## config.mk

```make
export PLATFORM = sky130hd
export DESIGN_NAME = int_summary_ctrl
export DESIGN_NICKNAME = d
export VERILOG_FILES = /design/src/rtl/isc_pkg.sv /design/src/rtl/isc_event_bank.sv /design/src/rtl/isc_summary.sv /design/src/rtl/isc_irq_reg.sv /design/src/rtl/int_summary_ctrl.sv
export SDC_FILE = /design/constraint.sdc
export NUM_CORES = 1
export LEC_CHECK = 0
export BUFFER_PORTS_ARGS = -buffer_cell sky130_fd_sc_hd__clkbuf_2
export CAP_MARGIN = 20
export CORE_MARGIN = 4
export CORE_UTILIZATION = 45
export CTS_BUF_LIST = sky130_fd_sc_hd__clkbuf_16
export CTS_CLUSTER_DIAMETER = 60
export DETAILED_ROUTE_END_ITERATION = 7
export GPL_ROUTABILITY_DRIVEN = 1
export PLACE_DENSITY = 0.81
export SLEW_MARGIN = 20
export SYNTH_ARGS = -nofsm -noshare
export SYNTH_HDL_FRONTEND = slang
export SYNTH_SLANG_ARGS = --single-unit
```

## constraint.sdc

```tcl
create_clock -name clk -period 2.75 [get_ports clk]
set_input_delay 0.4125 -clock clk [delete_from_list [all_inputs] [get_ports clk]]
set_output_delay 0.4125 -clock clk [all_outputs]
set_load 0.02 [all_outputs]
```

## src/rtl/isc_pkg.sv

```systemverilog
package isc_pkg;
  localparam int unsigned WORD_W  = 32;
  localparam int unsigned ABN_BIT = 15;
  localparam int unsigned NRM_BIT = 16;
  localparam int unsigned ST_LSB  = 17;
  localparam int unsigned ST_W    = 9;
  localparam int unsigned ST_MSB  = ST_LSB + ST_W - 1;

  // group members by status bit position
  localparam logic [WORD_W-1:0] NRM_SRC  = 32'h0000_4845;
  localparam logic [WORD_W-1:0] ABN_SRC  = 32'h0C00_37BA;
  localparam logic [WORD_W-1:0] EVT_BITS = NRM_SRC | ABN_SRC;
  localparam logic [WORD_W-1:0] RSV_ONES = 32'hF000_0000;
  localparam logic [WORD_W-1:0] MASK_RST = 32'hF3FE_0000;

  function automatic logic group_hit(input logic [WORD_W-1:0] ev,
                                     input logic [WORD_W-1:0] en,
                                     input logic [WORD_W-1:0] grp);
    return |(ev & en & grp);
  endfunction

  function automatic logic [WORD_W-1:0] compose(input logic [WORD_W-1:0] ev,
                                                input logic nrm,
                                                input logic abn,
                                                input logic [ST_W-1:0] st);
    logic [WORD_W-1:0] w;
    w = RSV_ONES | (ev & EVT_BITS);
    w[NRM_BIT] = nrm;
    w[ABN_BIT] = abn;
    w[ST_MSB:ST_LSB] = st;
    return w;
  endfunction
endpackage

```

## src/rtl/isc_event_bank.sv

```systemverilog
module isc_event_bank
  import isc_pkg::*;
#(
  parameter int unsigned W = WORD_W
) (
  input  logic         clk,
  input  logic         rst_n,
  input  logic         soft_rst,
  input  logic [W-1:0] set_i,
  input  logic [W-1:0] clr_i,
  output logic [W-1:0] ev_q
);
  for (genvar g = 0; g < W; g++) begin : g_bit
    if (EVT_BITS[g]) begin : g_flop
      logic b_q;
      always_ff @(posedge clk or negedge rst_n) begin
        if (!rst_n)          b_q <= 1'b0;
        else if (soft_rst)   b_q <= 1'b0;
        else if (set_i[g])   b_q <= 1'b1;
        else if (clr_i[g])   b_q <= 1'b0;
      end
      assign ev_q[g] = b_q;
    end else begin : g_tie
      assign ev_q[g] = 1'b0;
    end
  end

  logic [W-1:0] set_ev;
  logic [W-1:0] clr_only;
  logic         quiet;
  assign set_ev   = set_i & EVT_BITS;
  assign clr_only = clr_i & ~set_i & EVT_BITS;
  assign quiet    = ~|set_ev & ~|clr_only;

  AST_SET_TAKES: assert property (@(posedge clk) disable iff (!rst_n)
    !soft_rst |=> ((ev_q & $past(set_ev)) == $past(set_ev)));
  AST_CLR_TAKES: assert property (@(posedge clk) disable iff (!rst_n)
    !soft_rst |=> ((ev_q & $past(clr_only)) == '0));
  AST_EV_HOLD: assert property (@(posedge clk) disable iff (!rst_n)
    (!soft_rst && quiet) |=> $stable(ev_q));
  AST_NO_STRAY: assert property (@(posedge clk) disable iff (!rst_n)
    ((ev_q & ~EVT_BITS) == '0));
endmodule

```

## src/rtl/isc_summary.sv

```systemverilog
module isc_summary
  import isc_pkg::*;
(
  input  logic [WORD_W-1:0] ev,
  input  logic [WORD_W-1:0] en,
  output logic              nrm,
  output logic              abn
);
  always_comb begin
    nrm = group_hit(ev, en, NRM_SRC);
    abn = group_hit(ev, en, ABN_SRC);
  end
endmodule

```

## src/rtl/isc_irq_reg.sv

```systemverilog
module isc_irq_reg (
  input  logic clk,
  input  logic rst_n,
  input  logic soft_rst,
  input  logic nrm,
  input  logic abn,
  input  logic nrm_en,
  input  logic abn_en,
  output logic irq
);
  logic req;
  assign req = (nrm & nrm_en) | (abn & abn_en);

  always_ff @(posedge clk or negedge rst_n) begin
    if (!rst_n)        irq <= 1'b0;
    else if (soft_rst) irq <= 1'b0;
    else               irq <= req;
  end
endmodule

```

## src/rtl/int_summary_ctrl.sv

```systemverilog
module int_summary_ctrl
  import isc_pkg::*;
(
  input  logic              clk,
  input  logic              rst_n,
  input  logic              soft_rst,
  input  logic [WORD_W-1:0] evt_set,
  input  logic              wr_en,
  input  logic              wr_sel,
  input  logic [WORD_W-1:0] wr_data,
  input  logic [ST_W-1:0]   state_in,
  output logic [WORD_W-1:0] stat_rd,
  output logic [WORD_W-1:0] mask_rd,
  output logic              irq
);
  logic [WORD_W-1:0] mask_q;
  logic [WORD_W-1:0] ev_q;
  logic [WORD_W-1:0] clr_vec;
  logic              mask_wr;
  logic              nrm_sum;
  logic              abn_sum;

  assign clr_vec = (wr_en && !wr_sel) ? wr_data : '0;
  assign mask_wr = wr_en && wr_sel;

  always_ff @(posedge clk or negedge rst_n) begin
    if (!rst_n)        mask_q <= MASK_RST;
    else if (soft_rst) mask_q <= MASK_RST;
    else if (mask_wr)  mask_q <= wr_data;
  end

  isc_event_bank #(.W(WORD_W)) u_bank (
    .clk(clk), .rst_n(rst_n), .soft_rst(soft_rst),
    .set_i(evt_set), .clr_i(clr_vec), .ev_q(ev_q)
  );

  isc_summary u_sum (
    .ev(ev_q), .en(mask_q), .nrm(nrm_sum), .abn(abn_sum)
  );

  isc_irq_reg u_irq (
    .clk(clk), .rst_n(rst_n), .soft_rst(soft_rst),
    .nrm(nrm_sum), .abn(abn_sum),
    .nrm_en(mask_q[NRM_BIT]), .abn_en(mask_q[ABN_BIT]),
    .irq(irq)
  );

  assign stat_rd = compose(ev_q, nrm_sum, abn_sum, state_in);
  assign mask_rd = mask_q;

  AST_NRM_FOLLOWS: assert property (@(posedge clk) disable iff (!rst_n)
    stat_rd[NRM_BIT] == (|(stat_rd & mask_rd & NRM_SRC)));
  AST_ABN_FOLLOWS: assert property (@(posedge clk) disable iff (!rst_n)
    stat_rd[ABN_BIT] == (|(stat_rd & mask_rd & ABN_SRC)));
  AST_IRQ_LAG: assert property (@(posedge clk) disable iff (!rst_n)
    !soft_rst |=> irq == $past((stat_rd[NRM_BIT] & mask_rd[NRM_BIT]) |
                               (stat_rd[ABN_BIT] & mask_rd[ABN_BIT])));
  AST_STATE_PASS: assert property (@(posedge clk) disable iff (!rst_n)
    (stat_rd[ST_MSB:ST_LSB] == state_in) && (stat_rd[31:28] == 4'hF));
  AST_MASK_LOAD: assert property (@(posedge clk) disable iff (!rst_n)
    (mask_wr && !soft_rst) |=> mask_rd == $past(wr_data));
  AST_SOFT_RST: assert property (@(posedge clk) disable iff (!rst_n)
    soft_rst |=> (mask_rd == MASK_RST) && !irq && ((stat_rd & EVT_BITS) == '0));
endmodule

```

* Word level (Yosys, flattened, before mapping)
Index checks and enable logic that the tools add are counted. W data, S select, Z words.
Operators by class: mux-type cells 55, bitwise operators 4, reductions and logical operators 23
Operator list (number):
- $mux W32 | 2
- $mux W1 | 52
- $reduce_bool A3 Y1 | 17
- $and A28 B28 Y28 | 1
- $mux W28 | 1
- $reduce_or A12 Y1 | 1
- $reduce_or A5 Y1 | 1
- $and A1 B1 Y1 | 2
- $logic_and A1 B1 Y1 | 2
- $reduce_bool A2 Y1 | 1
- $logic_not A1 Y1 | 1
- $or A1 B1 Y1 | 1
Storage, ports and cells: bits in registers 50, input port bits 78, output and inout port bits 65

* Logic depth before layout (Yosys ltp)
Gate-level depths: netlist of the first run.
depth in word-level cells 6, gate-level depth with buffers 6, mapped depth without buffers 4

* Modules after synthesis
A second synthesis of the first run with hierarchy kept.
Second synthesis, totals: cells, all modules 300, area total of the unflattened synthesis 2985.4 um^2
By module, submodules not included:
- int_summary_ctrl | instances 1, cells an instance 184, area an instance 1858.0 um^2
- isc_event_bank | instances 1, cells an instance 103, area an instance 993.5 um^2
- isc_summary | instances 1, cells an instance 10, area an instance 97.6 um^2
- isc_irq_reg | instances 1, cells an instance 3, area an instance 36.3 um^2

* Least setup slack after synthesis of the first run
No wires, ideal clock.
kind register -> output, from register mask_q[12] (netlist: mask_rd[12]), to output port stat_rd[15], data arrival time 1216 ps, data required time 2338 ps, path slack 1122 ps, cell stages (with the launch flop) 5, cell sequence dfrtp_1 > a22oi_1 > nand2_1 > or3_1 > buf_4
Between the ends: longest elaborated chain between the ends 2
Ends and longest elaborated chain:
- start, declared | line int_summary_ctrl.sv:16 | logic [WORD_W-1:0] mask_q;
- start signal, assigned | line int_summary_ctrl.sv:29 | else if (mask_wr) mask_q <= wr_data;
- $and A28 B28 Y28 | line isc_pkg.sv:19 | return |(ev & en & grp);
- $reduce_or A12 Y1 | line isc_pkg.sv:19
- end, declared | line int_summary_ctrl.sv:12 | output logic [WORD_W-1:0] stat_rd,
Every way passes these cells.

* Final worst setup path of the first run
from register u_bank.g_bit[9].g_flop.b_q, to output port stat_rd[15]
Between the ends: longest elaborated chain between the ends 2
Ends and longest elaborated chain:
- start, declared | line isc_event_bank.sv:15 | logic b_q;
- start signal, assigned | line isc_event_bank.sv:17 | if (!rst_n) b_q <= 1'b0;
- start signal, assigned | line isc_event_bank.sv:18 | else if (soft_rst) b_q <= 1'b0;
- start signal, assigned | line isc_event_bank.sv:19 | else if (set_i[g]) b_q <= 1'b1;
- $and A28 B28 Y28 | line isc_pkg.sv:19
- $reduce_or A12 Y1 | line isc_pkg.sv:19
Every way passes these cells.

==> results.sh, run 1 <==
export IMPL_outcome="completed"
export IMPL_met3RoutedLength_um=431
export IMPL_antenna_cells=0
export IMPL_share_seq_of_total_power=0.445
export IMPL_top_signal_layer_used="met4"
export IMPL_drv_slew=0
export IMPL_layout_cells_most_common_list="105 x clkbuf_2, 37 x dfrtp_1, 22 x nand2_1, 19 x a22o_1, 18 x a21oi_1"
export IMPL_post_drt_via_cell_ratio=5.099
export IMPL_number_of_h_tree_branching_levels=2
export IMPL_groute_usage_overall=0.1762
export IMPL_area_growth_pct=23.13
export IMPL_post_synth_inst_count=198
export IMPL_firstDrtPassIters=4
export IMPL_totalNegativeSetupSlack_ns=0
export IMPL_setup_violations=0
export IMPL_timing_slew_headroom=0.3912
export IMPL_crit_buf_inv=1
export IMPL_antenna_violating_nets_post_route=0
export IMPL_final_layout_size_suffix_gt1_frac=0.4800
export IMPL_wl_met2_mm=2.537
export IMPL_clock_fmax_ghz=0.5112
export IMPL_post_cts_resized=0
export IMPL_io_buffers=105
export IMPL_post_route_min_period_ns=1.956
export IMPL_route_final_wire_length_mm=5.210
export IMPL_total_half_perimeter_wirelength_after_legalization_and_detailed_placement_mm=4.011
export IMPL_most_frequent_standard_cell_in_the_layout_excluding_fill_and_tap_cells="clkbuf_2"
export IMPL_fp_dieH_um=78.37
export IMPL_ys_seq_area_frac=0.5688
export IMPL_finalClockSkew_ns=0.003195
export IMPL_synthesis_area_per_instance_sq_um=11.25
export IMPL_drt_wirelength_per_cell_um=15.23
export IMPL_crit_chain="a22oi_1 > nand2_1 > or3_1 > clkbuf_2"
export IMPL_critical_path_peak_fanout=3
export IMPL_min_path_type="primary input to asynchronous set/reset pin"
export IMPL_yosys_cell_types_count=22
export IMPL_cp_data_arrival_time_ns=1.54
export IMPL_worst_path_largest_cell_delay_ns=0.40
export IMPL_grt_antenna_before_repair=0
export IMPL_fin_nets=352
export IMPL_net_switching_power_uw=435.2
export IMPL_number_of_global_route_vias_before_repair=1761
export IMPL_worst_slew_pin_slew_ns=0.9132
export IMPL_netSwitchingFraction=0.2380
export IMPL_rsz_0062_raised_after_global_routing="false"
export IMPL_comb_power_share=0.135
export IMPL_pre_cts_ws_ns=0.8060
export IMPL_final_period_utilization=0.7113
export IMPL_dr_first_iter_drc_count=69
export IMPL_final_hold_violation_count=0
export IMPL_hold_buffers=0
export IMPL_post_route_worst_setup_slack_ns=0.7938
export IMPL_cts_tree="done"
export IMPL_start_util=0.4687
export IMPL_power_ir_vdd_worst_v=0.0003317
export IMPL_clock_power_share=0.419
export IMPL_endpoint_kind="output port"
export IMPL_rows=25
export IMPL_area_sequential_sq_mm=0.001267
export IMPL_internal_power_mw=1.393
export IMPL_synth_seq_cells=50
export IMPL_global_route_wire_length_before_repair_mm=8.342
export IMPL_place_detailed_instances=334
export IMPL_clock_path_buffers=2
export IMPL_design_die_area_sq_mm=0.006142
export IMPL_yosysWarnings=0
export IMPL_cts_made_buffers=5
export IMPL_layout_filler_cells=430
export IMPL_routedLengthMet1_mm=2.157
export IMPL_critical_path_top_delay_family="simple AND/OR/NAND/NOR gates"
export IMPL_cts_setup_buffers=0
export IMPL_maxCapViolations=0
export IMPL_syn_cell_area_sq_mm=0.002228
export IMPL_grt_start_max_net_pins=27
export IMPL_clkSlewWorstSetupHoldPaths_ns=0.06
export IMPL_clk_root_buffer_cell="clkbuf_16"
export IMPL_core_area_sq_mm=0.004755
export IMPL_critical_path_slowest_cell="dfrtp_1"
export IMPL_grt_overflow_total=0
export IMPL_ioPinCount=143
export IMPL_globalplace_congestion=0.7670
export IMPL_p_leak_nw=1.407
export IMPL_multiInputGateArea_sq_um=655.6
export IMPL_cp_data_required_time_ns=2.34
export IMPL_clk_latency_worst_skew_pair_ns=0.28
export IMPL_die_width_um=78.37
export IMPL_via_count=1744
export IMPL_total_drc_errors_in_the_routed_layout=0
export IMPL_timing_worst_setup_path_type="flop to output port"
export IMPL_clock_sink_count=50
export IMPL_power_density_of_the_placed_cells_mw_per_mm2=666.3
export IMPL_layout_cells_non_filler=342
export IMPL_category_of_the_worst_setup_path_launch_point="flop"
## cells by family after synthesis
kind of cell,Yosys count,share of synthesized area
buf+inv,42,0.1420
compound gates,60,0.2016
other cells,1,0.001683
flops,50,0.5688
simple gates,45,0.08591
## through the flow
step                        util  hold WS [ns]  total power [mW]  cell area [sq um]
after floorplan                -        0.1169             1.013               2240
after global placement    0.5374        0.4267             1.071               2555
after detailed placement  0.5374        0.4486             1.079               2555
after CTS                 0.5771        0.1456             1.849               2744
after global routing      0.5771        0.1691             1.906               2744
final                     0.5771        0.1238             1.828               2744
## cell usage after synthesis, drive strengths merged
library cell | number | share of area
clkbuf | 1 | 0.0017
o22a | 13 | 0.051
a21oi | 19 | 0.044
a22oi | 7 | 0.024
dfrtp | 37 | 0.42
or2 | 1 | 0.0039
or3 | 1 | 0.0028
nor2b | 1 | 0.0028
nor2 | 18 | 0.034
o31ai | 1 | 0.0034
nand2 | 23 | 0.040
dfstp | 13 | 0.15
conb | 1 | 0.0017
a22o | 19 | 0.075
nand2b | 1 | 0.0028
a222oi | 1 | 0.0045
buf | 41 | 0.14
## sequential cells by signal, summed over array words and instances (netlist names)
signal                   count
mask_rd                     32
u_bank.g_bit.g_flop.b_q     17
u_irq.irq                    1
## metal layers
layer	GRT usage	vias up
met5	0	-
met4	0.07692	0
met3	0.04472	13
met2	0.3031	89
met1	0.2082	829
li1	-	813
## area by class of cell
type | instances | share of cell area
Clock buffer | 5 | 0.04560
Tap cell | 67 | 0.03055
Multi-Input combinational cell | 109 | 0.2389
Sequential cell | 50 | 0.4619
Timing Repair Buffer | 108 | 0.1997
Clock inverter | 3 | 0.02326
## worst register-to-register path, cell delays in order (launching register included)
cell,delay (ns)
dfrtp_1,0.40
a222oi_1,0.51
nand2_1,0.14
nand2_1,0.10
a21oi_1,0.06
## power by group through the flow
stage | logic, mW | clock network (mW) | registers, mW
floorplan | 0.167 | 0 | 0.847
global placement | 0.247 | 0 | 0.824
detailed placement | 0.252 | 0 | 0.827
CTS | 0.253 | 0.782 | 0.814
global route | 0.273 | 0.814 | 0.819
finish | 0.247 | 0.766 | 0.814
## path summary, 6_finish.rpt
kind / from / end / slack, ns / depth (start not counted)
setup / recovery: u_bank.g_bit[9].g_flop.b_q / stat_rd[15] / 0.79 / 4
hold / removal: rst_n / mask_rd[12] / 0.12 / 1
setup reg to reg: u_bank.g_bit[14].g_flop.b_q / u_irq.irq / 1.40 / 4
hold reg to reg: mask_rd[16] / mask_rd[16] / 0.53 / 1
max in group asynchronous: rst_n / u_bank.g_bit[10].g_flop.b_q / 1.87 / 2
min in group clk: wr_data[25] / mask_rd[25] / 0.34 / 2
(Power assumes the default switching activity.)
==> inputs of run 2 (changes only) <==
CORE_UTILIZATION = 38   (was 45)
PLACE_DENSITY = 0.73   (was 0.81)
clock period = 1.7 ns   (was 2.75 ns; I/O delays follow)
==> run 2 against run 1 <==
The flow now finishes with violations (negative setup slack); cell area increased by 4.1%; final cell count increased by 5.3%; combinational power increased by 80%; register-to-register slack got worse by 0.98 ns; sequential share of layout area decreased by 1.8 points; first-iteration DRC count decreased by 8.7%; wire length increased by 5.7%; non-clock buffer count increased by 13; hold slack improved by 0.057 ns; critical path type unchanged; largest cell class unchanged; highest routed layer unchanged.
==> results.sh, run 2 (same netlist as run 1, synthesis figures left out) <==
export IMPL_outcome="finished with violations"
export IMPL_failed_checks="negative setup slack"
export IMPL_worst_path_largest_cell_delay_ns=0.39
export IMPL_number_of_h_tree_branching_levels=2
export IMPL_timing_worst_setup_path_type="flop to output port"
export IMPL_timing_hold_ws_ns=0.1811
export IMPL_grt_met3_usage=0.03435
export IMPL_rsz_0062_raised_after_global_routing="true"
export IMPL_reg2regPathDepth=5
export IMPL_maxCapViolations=0
export IMPL_total_drc_errors_in_the_routed_layout=0
export IMPL_area_sequential_sq_mm=0.001267
export IMPL_post_dp_cell_area_sq_mm=0.002584
export IMPL_antenna_violating_nets_post_route=0
export IMPL_clock_path_buffers=2
export IMPL_final_hold_violation_count=0
export IMPL_category_of_the_worst_setup_path_launch_point="flop"
export IMPL_ioPinCount=143
export IMPL_finalClockSkew_ns=0.001880
export IMPL_r2r_start="u_bank.g_bit[14].g_flop.b_q"
export IMPL_worst_r2r_setup_slack_ns=0.42
export IMPL_critical_path_reg2reg_endpoint="u_irq.irq"
export IMPL_drv_slew=0
export IMPL_critical_path_slowest_cell="dfrtp_1"
export IMPL_final_period_utilization=1.037
export IMPL_route_final_wire_length_mm=5.509
export IMPL_start_util=0.3974
export IMPL_final_layout_size_suffix_gt1_frac=0.5208
export IMPL_power_density_of_the_placed_cells_mw_per_mm2=987.9
export IMPL_clk_latency_worst_skew_pair_ns=0.28
export IMPL_critical_path_top_delay_family="simple AND/OR/NAND/NOR gates"
export IMPL_timing_slew_headroom=0.3375
export IMPL_busiest_layer="met2"
export IMPL_design_die_area_sq_mm=0.007153
export IMPL_gr_usage_met2=0.2690
export IMPL_globalplace_congestion=0.7383
export IMPL_fp_dieH_um=84.58
export IMPL_clock_sink_count=50
export IMPL_post_route_min_period_ns=1.763
export IMPL_endpoint_kind="output port"
export IMPL_drt_wirelength_per_cell_um=15.30
export IMPL_p_leak_nw=1.459
export IMPL_finished_cell_area_sq_mm=0.002858
export IMPL_number_of_global_route_vias_before_repair=1835
export IMPL_grt_antenna_before_repair=0
export IMPL_antenna_cells=0
export IMPL_cts_made_buffers=5
export IMPL_clk_root_buffer_cell="clkbuf_16"
export IMPL_grt_overflow_total=0
export IMPL_firstDrtPassIters=4
export IMPL_cts_tree="done"
export IMPL_totalNegativeSetupSlack_ns=-0.06282
export IMPL_die_width_um=84.58
export IMPL_post_drt_via_cell_ratio=4.964
export IMPL_layout_cells_most_common_list="104 x clkbuf_2, 37 x dfrtp_1, 21 x nand2_1, 19 x a22o_1, 18 x a21oi_1"
export IMPL_worstHoldStart="wr_data[30]"
export IMPL_total_half_perimeter_wirelength_after_legalization_and_detailed_placement_mm=4.181
export IMPL_whs_endpoint="mask_rd[30]"
export IMPL_clock_fmax_ghz=0.5673
export IMPL_setup_violations=1
export IMPL_area_growth_pct=28.24
export IMPL_layout_filler_cells=554
export IMPL_crit_chain="a22oi_2 > nand2_1 > or3_1 > clkbuf_8"
export IMPL_grt_start_max_net_pins=24
export IMPL_io_buffers=105
export IMPL_cp_data_required_time_ns=1.44
export IMPL_groute_usage_overall=0.1600
export IMPL_design_power_total_mw=2.823
export IMPL_post_route_worst_setup_slack_ns=-0.06282
export IMPL_most_frequent_standard_cell_in_the_layout_excluding_fill_and_tap_cells="clkbuf_2"
export IMPL_power_ir_vdd_worst_v=0.0003786
export IMPL_multiInputGateArea_sq_um=678.2
export IMPL_global_route_wire_length_before_repair_mm=9.211
export IMPL_largest_reg_flops=32
export IMPL_hold_path_cell_count=2
export IMPL_crit_buf_inv=1
export IMPL_depth_of_the_critical_timing_path_with_buffers_and_inverters_included=4
export IMPL_worst_slew_pin_slew_ns=0.9937
export IMPL_core_area_sq_mm=0.005608
export IMPL_clkSlewWorstSetupHoldPaths_ns=0.07
export IMPL_rows=27
export IMPL_critical_path_peak_fanout=2
export IMPL_min_path_type="primary input to flop"
export IMPL_groute_layer_met1_usage=0.2071
export IMPL_via_count=1787
export IMPL_cp_data_arrival_time_ns=1.51
export IMPL_fin_nets=365
export IMPL_dr_first_iter_drc_count=63
[run 2: worst register-to-register path: stages, from the launching register on]
cell	delay, ns
dfrtp_1	0.41
a222oi_1	0.35
nand2_1	0.14
buf_4	0.15
nand2_1	0.06
a21oi_1	0.05
[run 2: per-stage QoR]
step                      utilization  instances  worst slack [ns]
final                          0.5096        360          -0.06282
after global routing           0.5096        360           -0.1137
after CTS                      0.5056        358          -0.07118
after detailed placement       0.4607        342            0.1825
after global placement         0.4607        342            0.2070
after floorplan                     -        201            0.2292
[run 2: worst max-delay path by stage]
stage	start	endpoint	slack, ns
5_1_grt	mask_rd[10]	stat_rd[15]	-0.11
6_report	u_bank.g_bit[9].g_flop.b_q	stat_rd[15]	-0.06
3_3_place_gp	wr_sel	mask_rd[12]	0.21
4_1_cts	u_bank.g_bit[9].g_flop.b_q	stat_rd[15]	-0.07
3_5_place_dp	wr_sel	mask_rd[15]	0.18
2_1_floorplan	mask_rd[12]	stat_rd[15]	0.23
[run 2: routing by layer]
metal,wire length (um),part of all wire
met5,0,0
met2,2784,0.51
met3,369,0.067
met1,2302,0.42
met4,53,0.0096
[run 2: where the power goes]
part / internal [mW] / total [mW] / switching (mW)
combinational: 0.182 / 0.444 / 0.262
clock: 0.634 / 1.06 / 0.429
sequential: 1.27 / 1.32 / 0.0508
[run 2: cell type report]
class	instances	area share
Clock buffer	6	0.05254
Sequential cell	50	0.4435
Timing Repair Buffer	121	0.2299
Tap cell	72	0.03152
Clock inverter	2	0.005254
Multi-Input combinational cell	109	0.2373
[run 2: repair_timing]
| item | in CTS | in global routing |
|---|---|---|
| setup buffers | 7 | 2 |
| cloned | 0 | 0 |
| hold buffers | 1 | 0 |
| resized for setup | 5 | 2 |
| endpoints found under the hold margin | 8 | 0 |
| pin swaps | 3 | 1 |
| endpoints found under the setup margin | 1 | 2 |
==> inputs of run 3 (changes only) <==
ABC_AREA = 1   (was default)
CORE_UTILIZATION = 39   (was 38)
SETUP_SLACK_MARGIN = 0.3   (was default)
==> run 3 against run 2 <==
The run now ends clean; setup slack gained 0.29 ns; critical path depth grew 1; utilization grew 0.57 points; synthesized area up 5.7%; wire length up 3.9%; sequential share of layout area is 2.6 points lower; count of clock-buffer cells in the layout fell by 1; critical path type unchanged; largest power group unchanged.
==> results.sh, run 3 <==
export IMPL_firstDrtPassIters=4
export IMPL_global_route_wire_length_before_repair_mm=9.114
export IMPL_critical_path_top_delay_family="flip-flops"
export IMPL_yosys_cell_types_count=20
export IMPL_design_power_total_mw=2.874
export IMPL_synth_seq_cells=50
export IMPL_finalClockSkew_ns=0.004232
export IMPL_timing_slew_headroom=0.6242
export IMPL_synth_top_cells_by_count="43 x nand2_1, 37 x dfrtp_1, 37 x inv_1"
export IMPL_layout_filler_cells=599
export IMPL_rsz_0062_raised_after_global_routing="true"
export IMPL_pre_cts_ws_ns=0.2699
export IMPL_critical_path_peak_fanout=3
export IMPL_worst_slew_pin_slew_ns=0.5628
export IMPL_worst_r2r_setup_slack_ns=0.53
export IMPL_cts_made_buffers=5
export IMPL_number_of_h_tree_branching_levels=2
export IMPL_dr_first_iter_drc_count=46
export IMPL_total_half_perimeter_wirelength_after_legalization_and_detailed_placement_mm=4.127
export IMPL_crit_chain="nand2_1 > nand2_1 > nor2_2 > nand3_2 > buf_8"
export IMPL_core_area_sq_mm=0.005886
export IMPL_ys_seq_area_frac=0.5383
export IMPL_grt_start_max_net_pins=51
export IMPL_drv_slew=0
export IMPL_met3RoutedLength_um=477
export IMPL_fp_dieH_um=85.71
export IMPL_crit_path_start="u_bank.g_bit[1].g_flop.b_q"
export IMPL_route_final_wire_length_mm=5.724
export IMPL_design_die_area_sq_mm=0.007345
export IMPL_routedLengthMet1_mm=2.326
export IMPL_yosys_most_used_dff="dfrtp_1"
export IMPL_maxCapViolations=0
export IMPL_crit_buf_inv=1
export IMPL_final_hold_violation_count=0
export IMPL_final_layout_size_suffix_gt1_frac=0.4509
export IMPL_min_path_type="primary input to flop"
export IMPL_post_synth_top_count_cell="nand2_1"
export IMPL_category_of_the_worst_setup_path_launch_point="flop"
export IMPL_setup_violations=0
export IMPL_clk_root_buffer_cell="clkbuf_16"
export IMPL_area_growth_pct=28.80
export IMPL_power_density_of_the_placed_cells_mw_per_mm2=947.7
export IMPL_clock_fmax_ghz=0.6790
export IMPL_yosysWarnings=0
export IMPL_top_signal_layer_used="met4"
export IMPL_groute_usage_overall=0.1564
export IMPL_totalNegativeSetupSlack_ns=0
export IMPL_post_synth_inst_count=251
export IMPL_post_route_min_period_ns=1.473
export IMPL_final_period_utilization=0.8663
export IMPL_synth_largest_area_cell="dfrtp_1"
export IMPL_crit_path_frequent_cell="nand2_1"
export IMPL_largest_reg_flops=32
export IMPL_worst_path_largest_cell_delay_ns=0.40
export IMPL_clk_latency_worst_skew_pair_ns=0.28
export IMPL_total_drc_errors_in_the_routed_layout=0
export IMPL_cts_tree="done"
export IMPL_post_drt_via_cell_ratio=4.620
export IMPL_fin_nets=423
export IMPL_critical_path_slowest_cell="dfrtp_1"
export IMPL_power_ir_vdd_worst_v=0.0004635
export IMPL_clock_path_buffers=2
export IMPL_drt_wirelength_per_cell_um=13.60
export IMPL_synthesis_area_per_instance_sq_um=9.382
export IMPL_wl_met2_mm=2.873
export IMPL_most_frequent_standard_cell_in_the_layout_excluding_fill_and_tap_cells="clkbuf_2"
export IMPL_grt_antenna_before_repair=0
export IMPL_layout_cells_most_common_list="103 x clkbuf_2, 41 x nand2_1, 39 x inv_1, 37 x dfrtp_1, 19 x buf_4"
export IMPL_via_count=1945
export IMPL_finished_cell_area_sq_mm=0.003033
export IMPL_ioPinCount=143
export IMPL_outcome="completed"
export IMPL_synth_edf_count=0
export IMPL_die_width_um=85.71
export IMPL_postSynth_asyncResetShare=1.000
export IMPL_clock_sink_count=50
export IMPL_cp_data_arrival_time_ns=1.22
export IMPL_syn_cell_area_sq_mm=0.002355
export IMPL_cp_data_required_time_ns=1.44
export IMPL_grt_overflow_total=0
export IMPL_io_buffers=105
export IMPL_clkSlewWorstSetupHoldPaths_ns=0.06
export IMPL_endpoint_kind="output port"
export IMPL_start_util=0.4001
export IMPL_r2r_start="u_bank.g_bit[6].g_flop.b_q"
export IMPL_post_dp_cell_area_sq_mm=0.002684
export IMPL_top_cells_by_area_in_the_synthesized_netlist="dfrtp_1 39%, dfstp_2 15%, buf_4 11%"
export IMPL_post_route_worst_setup_slack_ns=0.2273
export IMPL_worstHoldStart="evt_set[12]"
export IMPL_timing_worst_setup_path_type="flop to output port"
export IMPL_antenna_violating_nets_post_route=0
export IMPL_timing_hold_ws_ns=0.1811
export IMPL_antenna_cells=0
export IMPL_number_of_global_route_vias_before_repair=1949
export IMPL_yosysTopAreaCellShare=0.3932
export IMPL_rows=28
export IMPL_p_leak_nw=1.679
export IMPL_globalplace_congestion=0.7470
run 3: kinds of logic (layout without fill, tap and decap cells):
family / after synthesis / in the layout / synth area share
AO/OA/AOI/OAI: 67 / 67 / 0.1663
AND/OR/NAND/NOR: 52 / 52 / 0.09086
buffers and inverters: 81 / 173 / 0.2030
other: 1 / 4 / 0.001593
flip-flops: 50 / 50 / 0.5383
run 3: worst paths after layout:
kind,end,cells after the start
max in group asynchronous,mask_rd[23],3
setup / recovery,stat_rd[15],5
setup reg to reg,u_irq.irq,8
min in group asynchronous,u_bank.g_bit[7].g_flop.b_q,3
hold / removal,u_bank.g_bit[12].g_flop.b_q,3
hold reg to reg,mask_rd[7],2
run 3: final cells by class:
class | instances | area [sq um] | share of cell area
Clock buffer | 5 | 125.1 | 0.04125
Clock inverter | 3 | 37.54 | 0.01238
Inverter | 39 | 148.9 | 0.04909
Multi-Input combinational cell | 123 | 643.1 | 0.2120
Sequential cell | 50 | 1267 | 0.4179
Tap cell | 75 | 93.84 | 0.03094
Timing Repair Buffer | 126 | 716.9 | 0.2364
run 3: worst min-delay path: stages:
cell	delay (ns)
clkbuf_2	0.08
inv_1	0.04
a21oi_1	0.05
run 3: stage by stage:
| stage | std cells | util |
|---|---|---|
| 2_1_floorplan | 254 | - |
| 3_3_place_gp | 394 | 0.4560 |
| 3_5_place_dp | 394 | 0.4560 |
| 4_1_cts | 414 | 0.5040 |
| 5_1_grt | 421 | 0.5153 |
| 6_report | 421 | 0.5153 |
run 3: where the power goes:
part           internal (mW)  switching [mW]  leakage, nW  total (mW)
clock                  0.684           0.410       0.0864        1.09
combinational          0.192           0.281        0.970       0.473
sequential              1.27          0.0419        0.622        1.31
total                   2.14           0.733         1.68        2.87
run 3: routing by layer:
layer  track usage  up-vias
met1        0.1953      912
met2        0.2677       79
met4       0.03453        0
met5             0        -
li1              -      949
met3       0.04707        5
run 3: what timing repair did:
item | in CTS | in global routing
pin swaps | 3 | 8
endpoints found under the setup margin | 2 | 2
endpoints found under the hold margin | 37 | 0
buffers inserted | 11 | 7
hold buffers | 1 | 0
gates resized for setup | 7 | 5
